--- src/rtl/idiv_pkg.sv ---
package idiv_pkg;

   // Operand size selector; the reserved code divides as the single-width form.
   typedef enum logic [1:0] {
      DIV_WORD = 2'b00,
      DIV_LONG = 2'b01,
      DIV_WIDE = 2'b10,
      DIV_RSVD = 2'b11
   } div_size_e;

endpackage

--- src/rtl/idiv_operand_prep.sv ---
module idiv_operand_prep
   import idiv_pkg::*;
#(
   parameter int WORD_W = 32,
   localparam int HALF_W = WORD_W / 2,
   localparam int DBL_W  = 2 * WORD_W,
   localparam int CNT_W  = $clog2(DBL_W + 1)
) (
   input  div_size_e           size_i,
   input  logic                sgn_i,
   input  logic [WORD_W-1:0]   lo_i,
   input  logic [WORD_W-1:0]   hi_i,
   input  logic [WORD_W-1:0]   dvs_i,
   output logic [DBL_W-1:0]    dvd_mag_o,
   output logic [WORD_W-1:0]   dvs_mag_o,
   output logic [CNT_W-1:0]    steps_o,
   output logic                quo_neg_o,
   output logic                rem_neg_o,
   output logic                dz_o
);

   localparam logic [CNT_W-1:0] STEPS_SHORT = CNT_W'(WORD_W);
   localparam logic [CNT_W-1:0] STEPS_LONG  = CNT_W'(DBL_W);

   logic              is_wide, is_word;
   logic [DBL_W-1:0]  dvd_full, dvd_abs;
   logic [WORD_W-1:0] dvs_full;
   logic              dvd_neg, dvs_neg;

   assign is_wide = (size_i == DIV_WIDE);
   assign is_word = (size_i == DIV_WORD);

   always_comb begin
      if (is_wide) dvd_full = {hi_i, lo_i};
      else         dvd_full = {{WORD_W{sgn_i & lo_i[WORD_W-1]}}, lo_i};
      if (is_word) dvs_full = {{HALF_W{sgn_i & dvs_i[HALF_W-1]}}, dvs_i[HALF_W-1:0]};
      else         dvs_full = dvs_i;
   end

   assign dvd_neg   = sgn_i & dvd_full[DBL_W-1];
   assign dvs_neg   = sgn_i & dvs_full[WORD_W-1];
   assign dvd_abs   = dvd_neg ? (~dvd_full + 1'b1) : dvd_full;
   assign dvs_mag_o = dvs_neg ? (~dvs_full + 1'b1) : dvs_full;

   // Short forms are left-aligned so the quotient lands in the low half.
   assign dvd_mag_o = is_wide ? dvd_abs : {dvd_abs[WORD_W-1:0], {WORD_W{1'b0}}};
   assign steps_o   = is_wide ? STEPS_LONG : STEPS_SHORT;
   assign quo_neg_o = dvd_neg ^ dvs_neg;
   assign rem_neg_o = dvd_neg;
   assign dz_o      = (dvs_full == '0);

endmodule

--- src/rtl/idiv_restoring_core.sv ---
module idiv_restoring_core #(
   parameter int WORD_W = 32,
   localparam int DBL_W = 2 * WORD_W,
   localparam int CNT_W = $clog2(DBL_W + 1)
) (
   input  logic               clk,
   input  logic               rst_n,
   input  logic               load_i,
   input  logic [DBL_W-1:0]   dvd_i,
   input  logic [WORD_W-1:0]  dvs_i,
   input  logic [CNT_W-1:0]   steps_i,
   output logic               busy_o,
   output logic               fin_o,
   output logic [DBL_W-1:0]   quo_o,
   output logic [WORD_W-1:0]  rem_o
);

   logic [WORD_W-1:0] acc_q, dvs_q;
   logic [DBL_W-1:0]  dq_q;
   logic [CNT_W-1:0]  cnt_q;
   logic [WORD_W:0]   shifted, trial;
   logic              take;

   // One restoring step: shift in the next dividend bit, try the subtraction.
   assign shifted = {acc_q, dq_q[DBL_W-1]};
   assign trial   = shifted - {1'b0, dvs_q};
   assign take    = ~trial[WORD_W];

   always_ff @(posedge clk or negedge rst_n) begin
      if (!rst_n) begin
         acc_q  <= '0;
         dvs_q  <= '0;
         dq_q   <= '0;
         cnt_q  <= '0;
         busy_o <= 1'b0;
         fin_o  <= 1'b0;
      end else begin
         fin_o <= 1'b0;
         if (load_i) begin
            acc_q  <= '0;
            dq_q   <= dvd_i;
            dvs_q  <= dvs_i;
            cnt_q  <= steps_i;
            busy_o <= 1'b1;
         end else if (busy_o) begin
            acc_q <= take ? trial[WORD_W-1:0] : shifted[WORD_W-1:0];
            dq_q  <= {dq_q[DBL_W-2:0], take};
            cnt_q <= cnt_q - 1'b1;
            if (cnt_q == CNT_W'(1)) begin
               busy_o <= 1'b0;
               fin_o  <= 1'b1;
            end
         end
      end
   end

   assign quo_o = dq_q;
   assign rem_o = acc_q;

endmodule

--- src/rtl/idiv_result_fix.sv ---
module idiv_result_fix
   import idiv_pkg::*;
#(
   parameter int WORD_W = 32,
   localparam int HALF_W = WORD_W / 2,
   localparam int DBL_W  = 2 * WORD_W
) (
   input  div_size_e          size_i,
   input  logic               sgn_i,
   input  logic               quo_neg_i,
   input  logic               rem_neg_i,
   input  logic [DBL_W-1:0]   quo_mag_i,
   input  logic [WORD_W-1:0]  rem_mag_i,
   input  logic               n_keep_i,
   output logic               ovf_o,
   output logic [WORD_W-1:0]  quo_word_o,
   output logic [WORD_W-1:0]  rem_word_o,
   output logic               n_o,
   output logic               z_o
);

   localparam logic [DBL_W-1:0] NEG_LIM_H = DBL_W'(1) << (HALF_W - 1);
   localparam logic [DBL_W-1:0] NEG_LIM_W = DBL_W'(1) << (WORD_W - 1);

   logic [DBL_W-1:0]  quo_s;
   logic [WORD_W-1:0] rem_s;
   logic              fit_h, fit_w, is_word;

   assign quo_s   = quo_neg_i ? (~quo_mag_i + 1'b1) : quo_mag_i;
   assign rem_s   = rem_neg_i ? (~rem_mag_i + 1'b1) : rem_mag_i;
   assign is_word = (size_i == DIV_WORD);

   // Range checks are made on the magnitude before the sign is applied.
   always_comb begin
      if (!sgn_i)         fit_h = (quo_mag_i[DBL_W-1:HALF_W] == '0);
      else if (quo_neg_i) fit_h = (quo_mag_i <= NEG_LIM_H);
      else                fit_h = (quo_mag_i[DBL_W-1:HALF_W-1] == '0);
      if (!sgn_i)         fit_w = (quo_mag_i[DBL_W-1:WORD_W] == '0);
      else if (quo_neg_i) fit_w = (quo_mag_i <= NEG_LIM_W);
      else                fit_w = (quo_mag_i[DBL_W-1:WORD_W-1] == '0);
   end

   always_comb begin
      case (size_i)
         DIV_WORD: ovf_o = ~fit_h;
         DIV_WIDE: ovf_o = ~fit_w;
         default:  ovf_o = 1'b0;
      endcase
   end

   assign quo_word_o = is_word ? {rem_s[HALF_W-1:0], quo_s[HALF_W-1:0]} : quo_s[WORD_W-1:0];
   assign rem_word_o = rem_s;

   always_comb begin
      if (ovf_o) begin
         n_o = n_keep_i;
         z_o = 1'b0;
      end else if (is_word) begin
         n_o = quo_s[HALF_W-1];
         z_o = (quo_s[HALF_W-1:0] == '0);
      end else begin
         n_o = quo_s[WORD_W-1];
         z_o = (quo_s[WORD_W-1:0] == '0);
      end
   end

endmodule

--- src/rtl/idiv_flags_unit.sv ---
module idiv_flags_unit
   import idiv_pkg::*;
#(
   parameter int WORD_W = 32,
   parameter int IDX_W  = 3
) (
   input  logic               clk,
   input  logic               rst_n,
   input  logic               start_i,
   input  logic [1:0]         size_i,
   input  logic               signed_i,
   input  logic [IDX_W-1:0]   quo_idx_i,
   input  logic [IDX_W-1:0]   rem_idx_i,
   input  logic [WORD_W-1:0]  quo_val_i,
   input  logic [WORD_W-1:0]  rem_val_i,
   input  logic [WORD_W-1:0]  divisor_i,
   input  logic               n_in_i,
   output logic               busy_o,
   output logic               done_o,
   output logic               dz_o,
   output logic               quo_we_o,
   output logic               rem_we_o,
   output logic [IDX_W-1:0]   quo_idx_o,
   output logic [IDX_W-1:0]   rem_idx_o,
   output logic [WORD_W-1:0]  quo_data_o,
   output logic [WORD_W-1:0]  rem_data_o,
   output logic               flag_we_o,
   output logic               flag_n_o,
   output logic               flag_z_o,
   output logic               flag_v_o,
   output logic               flag_c_o
);

   localparam int DBL_W = 2 * WORD_W;
   localparam int CNT_W = $clog2(DBL_W + 1);

   generate
      if (WORD_W < 8 || (WORD_W % 2) != 0) begin : g_bad_width
         $error("idiv_flags_unit: WORD_W must be even and at least 8");
      end
      if (IDX_W < 1) begin : g_bad_idx
         $error("idiv_flags_unit: IDX_W must be at least 1");
      end
   endgenerate

   div_size_e         size_in, size_q;
   logic              accept, load_core;
   logic [DBL_W-1:0]  dvd_mag, quo_mag;
   logic [WORD_W-1:0] dvs_mag, rem_mag;
   logic [CNT_W-1:0]  steps;
   logic              quo_neg_in, rem_neg_in, dz_in;
   logic              sgn_q, quo_neg_q, rem_neg_q, n_keep_q, dz_done_q;
   logic              core_busy, core_fin, ovf, fix_n, fix_z;
   logic [WORD_W-1:0] fix_quo, fix_rem;

   assign size_in   = div_size_e'(size_i);
   assign accept    = start_i & ~core_busy;
   assign load_core = accept & ~dz_in;

   idiv_operand_prep #(.WORD_W(WORD_W)) u_prep (
      .size_i    (size_in),
      .sgn_i     (signed_i),
      .lo_i      (quo_val_i),
      .hi_i      (rem_val_i),
      .dvs_i     (divisor_i),
      .dvd_mag_o (dvd_mag),
      .dvs_mag_o (dvs_mag),
      .steps_o   (steps),
      .quo_neg_o (quo_neg_in),
      .rem_neg_o (rem_neg_in),
      .dz_o      (dz_in)
   );

   idiv_restoring_core #(.WORD_W(WORD_W)) u_core (
      .clk     (clk),
      .rst_n   (rst_n),
      .load_i  (load_core),
      .dvd_i   (dvd_mag),
      .dvs_i   (dvs_mag),
      .steps_i (steps),
      .busy_o  (core_busy),
      .fin_o   (core_fin),
      .quo_o   (quo_mag),
      .rem_o   (rem_mag)
   );

   // Operation context captured on acceptance, used when the result retires.
   always_ff @(posedge clk or negedge rst_n) begin
      if (!rst_n) begin
         size_q    <= DIV_WORD;
         sgn_q     <= 1'b0;
         quo_neg_q <= 1'b0;
         rem_neg_q <= 1'b0;
         n_keep_q  <= 1'b0;
         quo_idx_o <= '0;
         rem_idx_o <= '0;
         dz_done_q <= 1'b0;
      end else begin
         dz_done_q <= accept & dz_in;
         if (accept) begin
            size_q    <= size_in;
            sgn_q     <= signed_i;
            quo_neg_q <= quo_neg_in;
            rem_neg_q <= rem_neg_in;
            n_keep_q  <= n_in_i;
            quo_idx_o <= quo_idx_i;
            rem_idx_o <= rem_idx_i;
         end
      end
   end

   idiv_result_fix #(.WORD_W(WORD_W)) u_fix (
      .size_i     (size_q),
      .sgn_i      (sgn_q),
      .quo_neg_i  (quo_neg_q),
      .rem_neg_i  (rem_neg_q),
      .quo_mag_i  (quo_mag),
      .rem_mag_i  (rem_mag),
      .n_keep_i   (n_keep_q),
      .ovf_o      (ovf),
      .quo_word_o (fix_quo),
      .rem_word_o (fix_rem),
      .n_o        (fix_n),
      .z_o        (fix_z)
   );

   assign busy_o     = core_busy;
   assign done_o     = core_fin | dz_done_q;
   assign dz_o       = dz_done_q;
   assign quo_we_o   = core_fin & ~ovf;
   assign rem_we_o   = core_fin & ~ovf & (size_q != DIV_WORD) & (quo_idx_o != rem_idx_o);
   assign quo_data_o = fix_quo;
   assign rem_data_o = fix_rem;
   assign flag_we_o  = core_fin;
   assign flag_n_o   = fix_n;
   assign flag_z_o   = fix_z;
   assign flag_v_o   = core_fin & ovf;
   assign flag_c_o   = 1'b0;

endmodule

--- config.mk ---
export PLATFORM = sky130hd
export DESIGN_NAME = idiv_flags_unit
export DESIGN_NICKNAME = d
export VERILOG_FILES = /design/src/rtl/idiv_pkg.sv /design/src/rtl/idiv_operand_prep.sv /design/src/rtl/idiv_restoring_core.sv /design/src/rtl/idiv_result_fix.sv /design/src/rtl/idiv_flags_unit.sv
export SDC_FILE = /design/constraint.sdc
export NUM_CORES = 1
export LEC_CHECK = 0
export BUFFER_PORTS_ARGS = -buffer_cell sky130_fd_sc_hd__buf_2
export CAP_MARGIN = 25
export CORE_MARGIN = 2
export CORE_UTILIZATION = 41
export CTS_BUF_LIST = sky130_fd_sc_hd__clkbuf_8
export CTS_CLUSTER_DIAMETER = 120
export DETAILED_ROUTE_END_ITERATION = 16
export PLACE_DENSITY = 0.67
export SLEW_MARGIN = 0
export SYNTH_ARGS = -nofsm -noshare
export SYNTH_HDL_FRONTEND = slang
export SYNTH_SLANG_ARGS = --single-unit
--- constraint.sdc ---
create_clock -name clk -period 4.9 [get_ports clk]
set_input_delay 1.225 -clock clk [delete_from_list [all_inputs] [get_ports clk]]
set_output_delay 1.225 -clock clk [all_outputs]
set_load 0.02 [all_outputs]
==> flow_metrics.tcl, run 1 <==
set metrics [dict create \
    yosysTopAreaCell "dfrtp_1" \
    setup_tns_ps 0 \
    ctsLongestPathBuffers 2 \
    wl_per_cell_um 18.6 \
    drv_cap 0 \
    fp.dieW_um 180 \
    async_reset_ff_frac 1.00 \
    hold_viol_final 0 \
    wirelength_mm 40.4 \
    die-area_mm2 0.0323 \
    clock_sinks 150 \
    initial_core_util 0.415 \
    yosysMostFrequentCell "nand2_1" \
    grt_pass1_wl_mm 64.6 \
    cts_buffers 17 \
    drcViolationCount 0 \
    place_congestion 0.939 \
    cp.arrival_ps 3460 \
    synth_edf_count 0 \
    synthTopCellsByArea "dfrtp_1, xnor2_1, o21ai_0, nand2_1, xor2_1" \
    hold_path_class "flop to flop" \
    syn_area_per_cell_um2 7.82 \
    synthCells 1620 \
    ant_nets 0 \
    yosysTopAreaCellShare 0.296 \
    layout-drive-gt1-share 0.169 \
    num_rows 64 \
    slew_headroom 0.348 \
    critical_path.max_fanout 5 \
    setup_viol 0 \
    total_leakage_power_nw 6.31 \
    fin_crit_ps 4680 \
    powerDensity_mw_per_mm2 798 \
    pin_count 189 \
    ys_top_cells_by_count "nand2_1, o21ai_0, dfrtp_1, nor2_1, a21oi_1" \
    whs_ps 491 \
    fin_nets 1908 \
    totalPowerFinal_w 0.0115 \
    rsz0062_at_grt "false" \
    vias 12677 \
    vias_per_cell 5.84 \
    synth_nets 1768 \
    tightest_slew_ps 973 \
    slew_viol_final 0 \
    cts-root-buf "clkbuf_8" \
    place_ws_ps 459 \
    clk_latency_ps 480 \
    ys.flop_type "dfrtp_1" \
    fmax_ghz 0.214 \
    hpwl_mm 31.1 \
    first_pass_iters 5 \
    ys_warn_count 0 \
    critPathKind "flop to primary output" \
    grt_pass1_vias 11975 \
    timing.final.crit_share 0.956 \
    antenna_found_initial 2 \
    die_h_um 180 \
    layout_setup_ws_ps 216 \
    core-area_mm2 0.0305 \
    critPathRequiredTime_ps 3670 \
    cts_tree "yes" \
    track_usage 0.245 \
    ir_drop_uv 306 \
    path_clk_slew_ps 90 \
    worstSetupEndpointType "primary output" \
    grt_overflow_total 0 \
    yosysUniqueCellTypes 82 \
    area_growth_pct 13.5 \
    ys_seq_area_frac 0.296 \
    outcome "completed" \
    drt-initial-drc-count 1081 \
    netlist_area_mm2 0.0127 \
    ys_ff_latch 150 \
    startpoint_type "flop" \
    htreeDepth 4 \
    grt_max_degree 102 \
    io_buffers 187 \
    fin_skew_ps 17.6 \
]
## through the flow
stage,utilization,area [µm²],cells
2_1_floorplan,-,12700,1620
3_3_place_gp,0.454,13900,2127
3_5_place_dp,0.454,13900,2127
4_1_cts,0.469,14300,2166
5_1_grt,0.471,14400,2169
6_report,0.471,14400,2170
## worst paths after layout
kind / startpoint / to / slack [ps] / depth (start not counted)
max: u_core.quo_o[6]$_DFFE_PN0P_ / flag_z_o / 220 / 9
min: u_core.dvs_q[24]$_DFFE_PN0P_ / u_core.dvs_q[24]$_DFFE_PN0P_ / 490 / 2
max reg2reg: u_core.quo_o[63]$_DFFE_PN0P_ / u_core.rem_o[20]$_DFFE_PN0P_ / 680 / 14
min reg2reg: u_core.dvs_q[24]$_DFFE_PN0P_ / u_core.dvs_q[24]$_DFFE_PN0P_ / 490 / 2
max in group asynchronous: rst_n / u_core.dvs_q[10]$_DFFE_PN0P_ / 3310 / 3
min in group asynchronous: rst_n / dz_o$_DFF_PN0_ / 540 / 1
## registers in the layout, summed over array words and instances, names as in the netlist
signal / cells
dz_o: 1
n_keep_q: 1
quo_idx_o: 3
quo_neg_q: 1
rem_idx_o: 3
rem_neg_q: 1
sgn_q: 1
size_q: 2
u_core.busy_o: 1
u_core.cnt_q: 7
u_core.dvs_q: 32
u_core.fin_o: 1
u_core.quo_o: 64
u_core.rem_o: 32
## critical path, cell delays in order, from the launching register on
cell	delay [ps]
dfrtp_1	400
or4_4	570
or3_4	420
or4_4	450
buf_4	170
o31a_2	280
o32ai_2	220
a31oi_1	130
nor3_2	180
buf_4	170
## metal layers
metal | track usage | vias up | routed length, µm
met1 | 0.353 | 6006 | 18800
met3 | 0.0480 | 70 | 3070
met4 | 0.0875 | 0 | 1110
li1 | - | 6087 | -
met5 | 0 | - | 0
met2 | 0.365 | 514 | 17400
## logic make-up (layout without fill, tap and decap cells)
logic type               Yosys count  in the layout  synth area share
AND/OR/NAND/NOR                  548            548             0.209
AO/OA/AOI/OAI                    491            491             0.239
XOR/XNOR                         182            182             0.126
buffers and inverters            167            320            0.0553
flip-flops                       150            150             0.296
multiplexers                      42             42            0.0347
adder cells (fa/ha/maj)           39             39            0.0391
other                              1              2          0.000296
## timing repair
item,4_1_cts,5_1_grt
setup endpoints to repair,1,1
pin swaps,3,7
buffers inserted,7,2
hold buffers,0,0
resized for setup,1,2
## where the power goes
| group | switching (W) | internal, W | leakage (nW) | total, W |
|---|---|---|---|---|
| Clock | 0.000528 | 0.000486 | 0.198 | 0.00101 |
| Combinational | 0.00457 | 0.00316 | 4.24 | 0.00774 |
| Sequential | 0.000855 | 0.00187 | 1.88 | 0.00272 |
| Total | 0.00596 | 0.00552 | 6.31 | 0.0115 |
## final cells by class
class	count	area (µm²)
Clock buffer	19	262
Fill cell	3023	16100
Timing Repair Buffer	221	1220
Clock inverter	13	149
Tap cell	396	495
Inverter	67	251
Antenna cell	1	2.50
Multi-Input combinational cell	1303	8240
Sequential cell	150	3750
## layout by cell type (no fill, tap or decap), types with 19 or more instances in the layout
cell and n:
nand2_1 202, o21ai_0 187, buf_2 185, dfrtp_1 149
nor2_1 122, a21oi_1 115, xnor2_1 113, xor2_1 69
inv_1 67, ha_1 38, nand3_1 37, buf_4 34
a22oi_1 30, o31ai_1 29, nor3_1 28, mux2i_1 27
nor4_1 25, clkbuf_8 19
Note: power is estimated with default switching activity, not from simulation.
==> run 2: changes to the inputs <==
--- a/config.mk
+++ b/config.mk
@@ -5,14 +5,15 @@
 export SDC_FILE = /design/constraint.sdc
 export NUM_CORES = 1
 export LEC_CHECK = 0
+export ABC_AREA = 1
 export BUFFER_PORTS_ARGS = -buffer_cell sky130_fd_sc_hd__buf_2
-export CAP_MARGIN = 25
+export CAP_MARGIN = 20
 export CORE_MARGIN = 2
 export CORE_UTILIZATION = 41
 export CTS_BUF_LIST = sky130_fd_sc_hd__clkbuf_8
 export CTS_CLUSTER_DIAMETER = 120
 export DETAILED_ROUTE_END_ITERATION = 16
-export PLACE_DENSITY = 0.67
+export PLACE_DENSITY = 0.66
 export SLEW_MARGIN = 0
 export SYNTH_ARGS = -nofsm -noshare
 export SYNTH_HDL_FRONTEND = slang
==> flow_metrics.tcl, run 2 <==
set metrics [dict create \
    outcome "completed" \
    yosysTopAreaCellShare 0.259 \
    path_cells "inv_1, ha_1, nand3_1, nor2_1, nand3_1, o21ai_0, nand2_1, nand2_1, nand2_1, nand2_1, nand2_1, nand2_1, nand2_1, a21oi_1, buf_2" \
    place_congestion 1.00 \
    clk_latency_ps 480 \
    ys_ff_latch 150 \
    setup_viol 0 \
    tightest_slew_ps 979 \
    grt_max_degree 99 \
    cts_resized 0 \
    ctsHoldBuffers 0 \
    critPathSlowestCell "dfrtp_1" \
    async_reset_ff_frac 1.00 \
    timing.final.crit_share 0.930 \
    fillers 3818 \
    crit_top_cell "nand2_1" \
    grt_overflow_total 0 \
    fmax_ghz 0.219 \
    yosysMostFrequentCell "nand2_1" \
    synthCells 2424 \
    cp_top_family "simple AND/OR/NAND/NOR gates" \
    cp.arrival_ps 3330 \
    cts_tree "yes" \
    cts_buffers 17 \
    vias_per_cell 5.43 \
    yosysUniqueCellTypes 46 \
    total_leakage_power_nw 8.20 \
    fin_skew_ps 18.2 \
    io_buffers 187 \
    hpwl_mm 43.9 \
    path_clk_slew_ps 90 \
    grt_pass1_wl_mm 85.2 \
    die_h_um 192 \
    wirelength_mm 54.6 \
    ys_warn_count 0 \
    ctsLongestPathBuffers 2 \
    clock_sinks 150 \
    placedCellCount 3008 \
    mostFrequentLayoutCells "nand2_1, nor2_1, inv_1, nand3_1, buf_2" \
    ys_seq_area_frac 0.259 \
    rsz0062_at_grt "false" \
    grt_pass1_vias 15653 \
    layout-drive-gt1-share 0.101 \
    ys_top_cells_by_count "nand2_1, nor2_1, inv_1, nand3_1, dfrtp_1" \
    ir_drop_uv 142 \
    worst-path-buf-inv 2 \
    regArea_mm2 0.00375 \
    vias 16525 \
    ant_nets 0 \
    critical_path.max_fanout 6 \
    critPathRequiredTime_ps 3670 \
    core-area_mm2 0.0347 \
    fp.dieW_um 192 \
    slew_headroom 0.346 \
    fin_crit_ps 4560 \
    multi_input_area_mm2 0.00929 \
    slew_viol_final 0 \
    track_usage 0.298 \
    cts-root-buf "clkbuf_8" \
    pin_count 189 \
    drt-initial-drc-count 1424 \
    final_cells 3041 \
    hold_path_class "flop to flop" \
    num_rows 68 \
    yosysTopAreaCell "dfrtp_1" \
    startpoint_type "flop" \
    wl_per_cell_um 18.0 \
    drv_cap 0 \
    ys.flop_type "dfrtp_1" \
    drcViolationCount 0 \
    powerDensity_mw_per_mm2 169 \
    hold_viol_final 0 \
    layout_commonest_cell "nand2_1" \
    fin_nets 2721 \
    htreeDepth 4 \
    synth_edf_count 0 \
    crit_path_max_incr_delay_ps 390 \
    die-area_mm2 0.0369 \
    syn_area_per_cell_um2 5.99 \
    initial_core_util 0.418 \
    worstSetupEndpointType "primary output" \
    first_pass_iters 6 \
    critPathKind "flop to primary output" \
    setup_tns_ps 0 \
    area_growth_pct 11.7 \
    postCtsSetupBuffers 0 \
    largest_register_ffs 64 \
    antenna_found_initial 1 \
    netlist_area_mm2 0.0145 \
    synth_nets 2572 \
    synthTopCellsByArea "dfrtp_1, nand2_1, nor2_1, inv_1, nand3_1" \
]
-- run 2: cell type report --
class,count,area share
antenna,1,0.000154
clock buffer,20,0.0170
clock inverter,11,0.00834
inverter,283,0.0655
multi-input combinational,1913,0.573
sequential,150,0.232
tap,455,0.0351
timing repair buffer,208,0.0691
-- run 2: path summary, 6_finish.rpt --
path,cells after the start,slack [ps],end,start
max,15,340,flag_z_o,u_core.quo_o[0]$_DFFE_PN0P_
min,2,480,u_core.quo_o[40]$_DFFE_PN0P_,u_core.quo_o[40]$_DFFE_PN0P_
max reg2reg,18,970,u_core.rem_o[31]$_DFFE_PN0P_,u_core.quo_o[63]$_DFFE_PN0P_
min reg2reg,2,480,u_core.quo_o[40]$_DFFE_PN0P_,u_core.quo_o[40]$_DFFE_PN0P_
max in group asynchronous,2,3070,u_core.quo_o[27]$_DFFE_PN0P_,rst_n
min in group asynchronous,1,810,u_core.quo_o[6]$_DFFE_PN0P_,rst_n
-- run 2: cells by family after synthesis --
| logic type | count (synthesis) | synth area share |
|---|---|---|
| simple gates | 1458 | 0.418 |
| buf+inv | 361 | 0.102 |
| compound gates | 298 | 0.117 |
| flops | 150 | 0.259 |
| xor+xnor | 117 | 0.0706 |
| fa+ha+maj | 39 | 0.0341 |
| other cells | 1 | 0.000258 |
-- run 2: through the flow --
stage / power, W / cell area [µm²] / hold WS (ps) / util / setup slack, ps
2_1_floorplan: 0.00151 / 14500 / 449 / - / 1550
3_3_place_gp: 0.00171 / 15800 / 466 / 0.455 / 882
3_5_place_dp: 0.00171 / 15800 / 465 / 0.455 / 878
4_1_cts: 0.00274 / 16200 / 487 / 0.466 / 386
5_1_grt: 0.00284 / 16200 / 510 / 0.467 / 124
6_report: 0.00274 / 16200 / 485 / 0.467 / 342
-- run 2: metal layers --
layer	vias up	GRT usage	wire length, µm
li1	8079	-	-
met1	7700	0.388	23700
met2	636	0.486	24900
met3	110	0.0484	3690
met4	0	0.128	2380
met5	-	0	0
-- run 2: power by group --
part,internal (W),total (W),switching [W]
Combinational,0.000133,0.000462,0.000329
Clock,0.000535,0.00104,0.000503
Sequential,0.00124,0.00124,0
Total,0.00190,0.00274,0.000832
-- run 2: worst min-delay path, stage by stage (launching register included) --
cell and delay, ps:
dfrtp_1 350, nand2_1 50, nand2_1 50
==> run 3: changes to the inputs <==
--- a/config.mk
+++ b/config.mk
@@ -13,6 +13,7 @@
 export CTS_BUF_LIST = sky130_fd_sc_hd__clkbuf_8
 export CTS_CLUSTER_DIAMETER = 120
 export DETAILED_ROUTE_END_ITERATION = 16
+export GPL_TIMING_DRIVEN = 0
 export PLACE_DENSITY = 0.66
 export SLEW_MARGIN = 0
 export SYNTH_ARGS = -nofsm -noshare
==> flow_metrics.tcl, run 3 (synthesis gave the netlist of run 2 again) <==
set metrics [dict create \
    core-area_mm2 0.0347 \
    p_switching_w 0.000913 \
    setup_tns_ps 0 \
    worstSetupEndpointType "primary output" \
    pwr-share-clk 0.374 \
    wl_met1_mm 25.0 \
    top_layer "met4" \
    place_area_mm2 0.0161 \
    internal_power_w 0.00180 \
    r2r_setup_slack_ps 1640 \
    grt_max_degree 96 \
    drv_cap 0 \
    timing.final.crit_share 0.924 \
    post-route-util 0.474 \
    setup_viol 0 \
    cts_buffers 17 \
    mostFrequentLayoutCells "nand2_1, nor2_1, inv_1, buf_2, nand3_1" \
    layout_commonest_cell "nand2_1" \
    cp.arrival_ps 3300 \
    drt-initial-drc-count 1615 \
    seq_power_share 0.456 \
    wl_per_cell_um 18.7 \
    worstSetupStartpoint "u_core.quo_o[0]$_DFFE_PN0P_" \
    final_cells 3100 \
    fmax_ghz 0.221 \
    vias 16863 \
    grt_pass1_vias 15619 \
    cp-endpoint "flag_z_o" \
    ant_nets 0 \
    antenna_found_initial 1 \
    clock_sinks 150 \
    pwr-share-comb 0.170 \
    fp.dieW_um 192 \
    hpwl_mm 47.8 \
    critPathKind "flop to primary output" \
    hold_path_class "flop to flop" \
    area_growth_pct 13.4 \
    switching_share 0.337 \
    total_leakage_power_nw 8.33 \
    initial_core_util 0.418 \
    io_buffers 187 \
    num_rows 68 \
    die-area_mm2 0.0369 \
    startpoint_type "flop" \
    ctsHoldBuffers 0 \
    die_h_um 192 \
    cts_resized 0 \
    place_congestion 0.999 \
    wl_met3_mm 3.55 \
    grt_pass1_wl_mm 87.5 \
    grt_overflow_total 0 \
    postCtsSetupBuffers 0 \
    slew_headroom 0.427 \
    layout-drive-gt1-share 0.110 \
    cts-root-buf "clkbuf_8" \
    cts_tree "yes" \
    rsz0062_at_grt "false" \
    r2r-start "u_core.quo_o[63]$_DFFE_PN0P_" \
    track_usage 0.311 \
    critPathRequiredTime_ps 3670 \
    critical_path.max_fanout 6 \
    pin_count 189 \
    wirelength_mm 57.8 \
    reg2reg_to "u_core.rem_o[22]$_DFFE_PN0P_" \
    path_clk_slew_ps 90 \
    vias_per_cell 5.44 \
    r2r_cells 18 \
    fin_crit_ps 4530 \
    drcViolationCount 0 \
    slew_viol_final 0 \
    htreeDepth 4 \
    fin_nets 2779 \
    hold_viol_final 0 \
    first_pass_iters 6 \
    ir_drop_uv 127 \
    ctsLongestPathBuffers 2 \
    outcome "completed" \
    clk_latency_ps 490 \
    tightest_slew_ps 859 \
    largest_register_ffs 64 \
    powerDensity_mw_per_mm2 165 \
    final_area_mm2 0.0165 \
    fin_skew_ps 19.0 \
    whs_ps 492 \
    placedCellCount 3067 \
    met2_length_mm 26.7 \
]
-- run 3: cell count changes in the layout (fill, tap and decap cells not counted), sizes merged --
cell	change
buf	+29
bufinv	-2
clkbuf	+26
clkinv	+2
clkinvlp	+1
inv	+3
-- run 3: metal layers --
metal,global-route usage,vias up
li1,-,8200
met1,0.411,7887
met2,0.511,662
met3,0.0338,114
met4,0.142,0
met5,0,-
-- run 3: per-stage QoR --
step                      total power [W]  worst slack, ps
after detailed placement          0.00171              964
after global routing              0.00282              229
after CTS                         0.00271              430
after floorplan                   0.00151             1550
final                             0.00271              373
after global placement            0.00171              249
-- run 3: how the worst min path moves through the flow --
stage	from	endpoint	slack (ps)	cells after the start
floorplan	u_core.quo_o[45]$_DFFE_PN0P_	u_core.quo_o[45]$_DFFE_PN0P_	450	2
global placement	u_core.quo_o[45]$_DFFE_PN0P_	u_core.quo_o[45]$_DFFE_PN0P_	460	2
detailed placement	u_core.quo_o[45]$_DFFE_PN0P_	u_core.quo_o[45]$_DFFE_PN0P_	460	2
CTS	u_core.quo_o[45]$_DFFE_PN0P_	u_core.quo_o[45]$_DFFE_PN0P_	490	2
global route	u_core.quo_o[45]$_DFFE_PN0P_	u_core.quo_o[45]$_DFFE_PN0P_	510	2
finish	u_core.quo_o[45]$_DFFE_PN0P_	u_core.quo_o[45]$_DFFE_PN0P_	490	2
-- run 3: layout make-up --
type	count	area, µm²
timing repair buffer	188	970
fill	3785	18300
antenna	1	2.50
inverter	283	1060
clock inverter	15	169
buffer	78	415
tap	455	569
multi-input combinational	1913	9280
clock buffer	17	234
sequential	150	3750
-- run 3: power groups by stage --
stage               logic, W  clock network [W]  registers, W
global placement    0.000447                  0       0.00126
floorplan           0.000253                  0       0.00126
CTS                 0.000452            0.00102       0.00124
global route        0.000501            0.00108       0.00124
detailed placement  0.000451                  0       0.00126
finish              0.000461            0.00101       0.00124
-- run 3: worst max-delay path, stage by stage (launching register included) --
cell,delay [ps]
dfrtp_1,390
inv_1,170
ha_1,260
nand3_1,140
nor2_1,310
nand3_1,190
o21ai_0,220
nand2_1,80
nand2_1,80
nand2_1,40
nand2_1,60
nand2_1,40
nand2_1,270
nand2_1,200
a21oi_1,160
buf_2,190
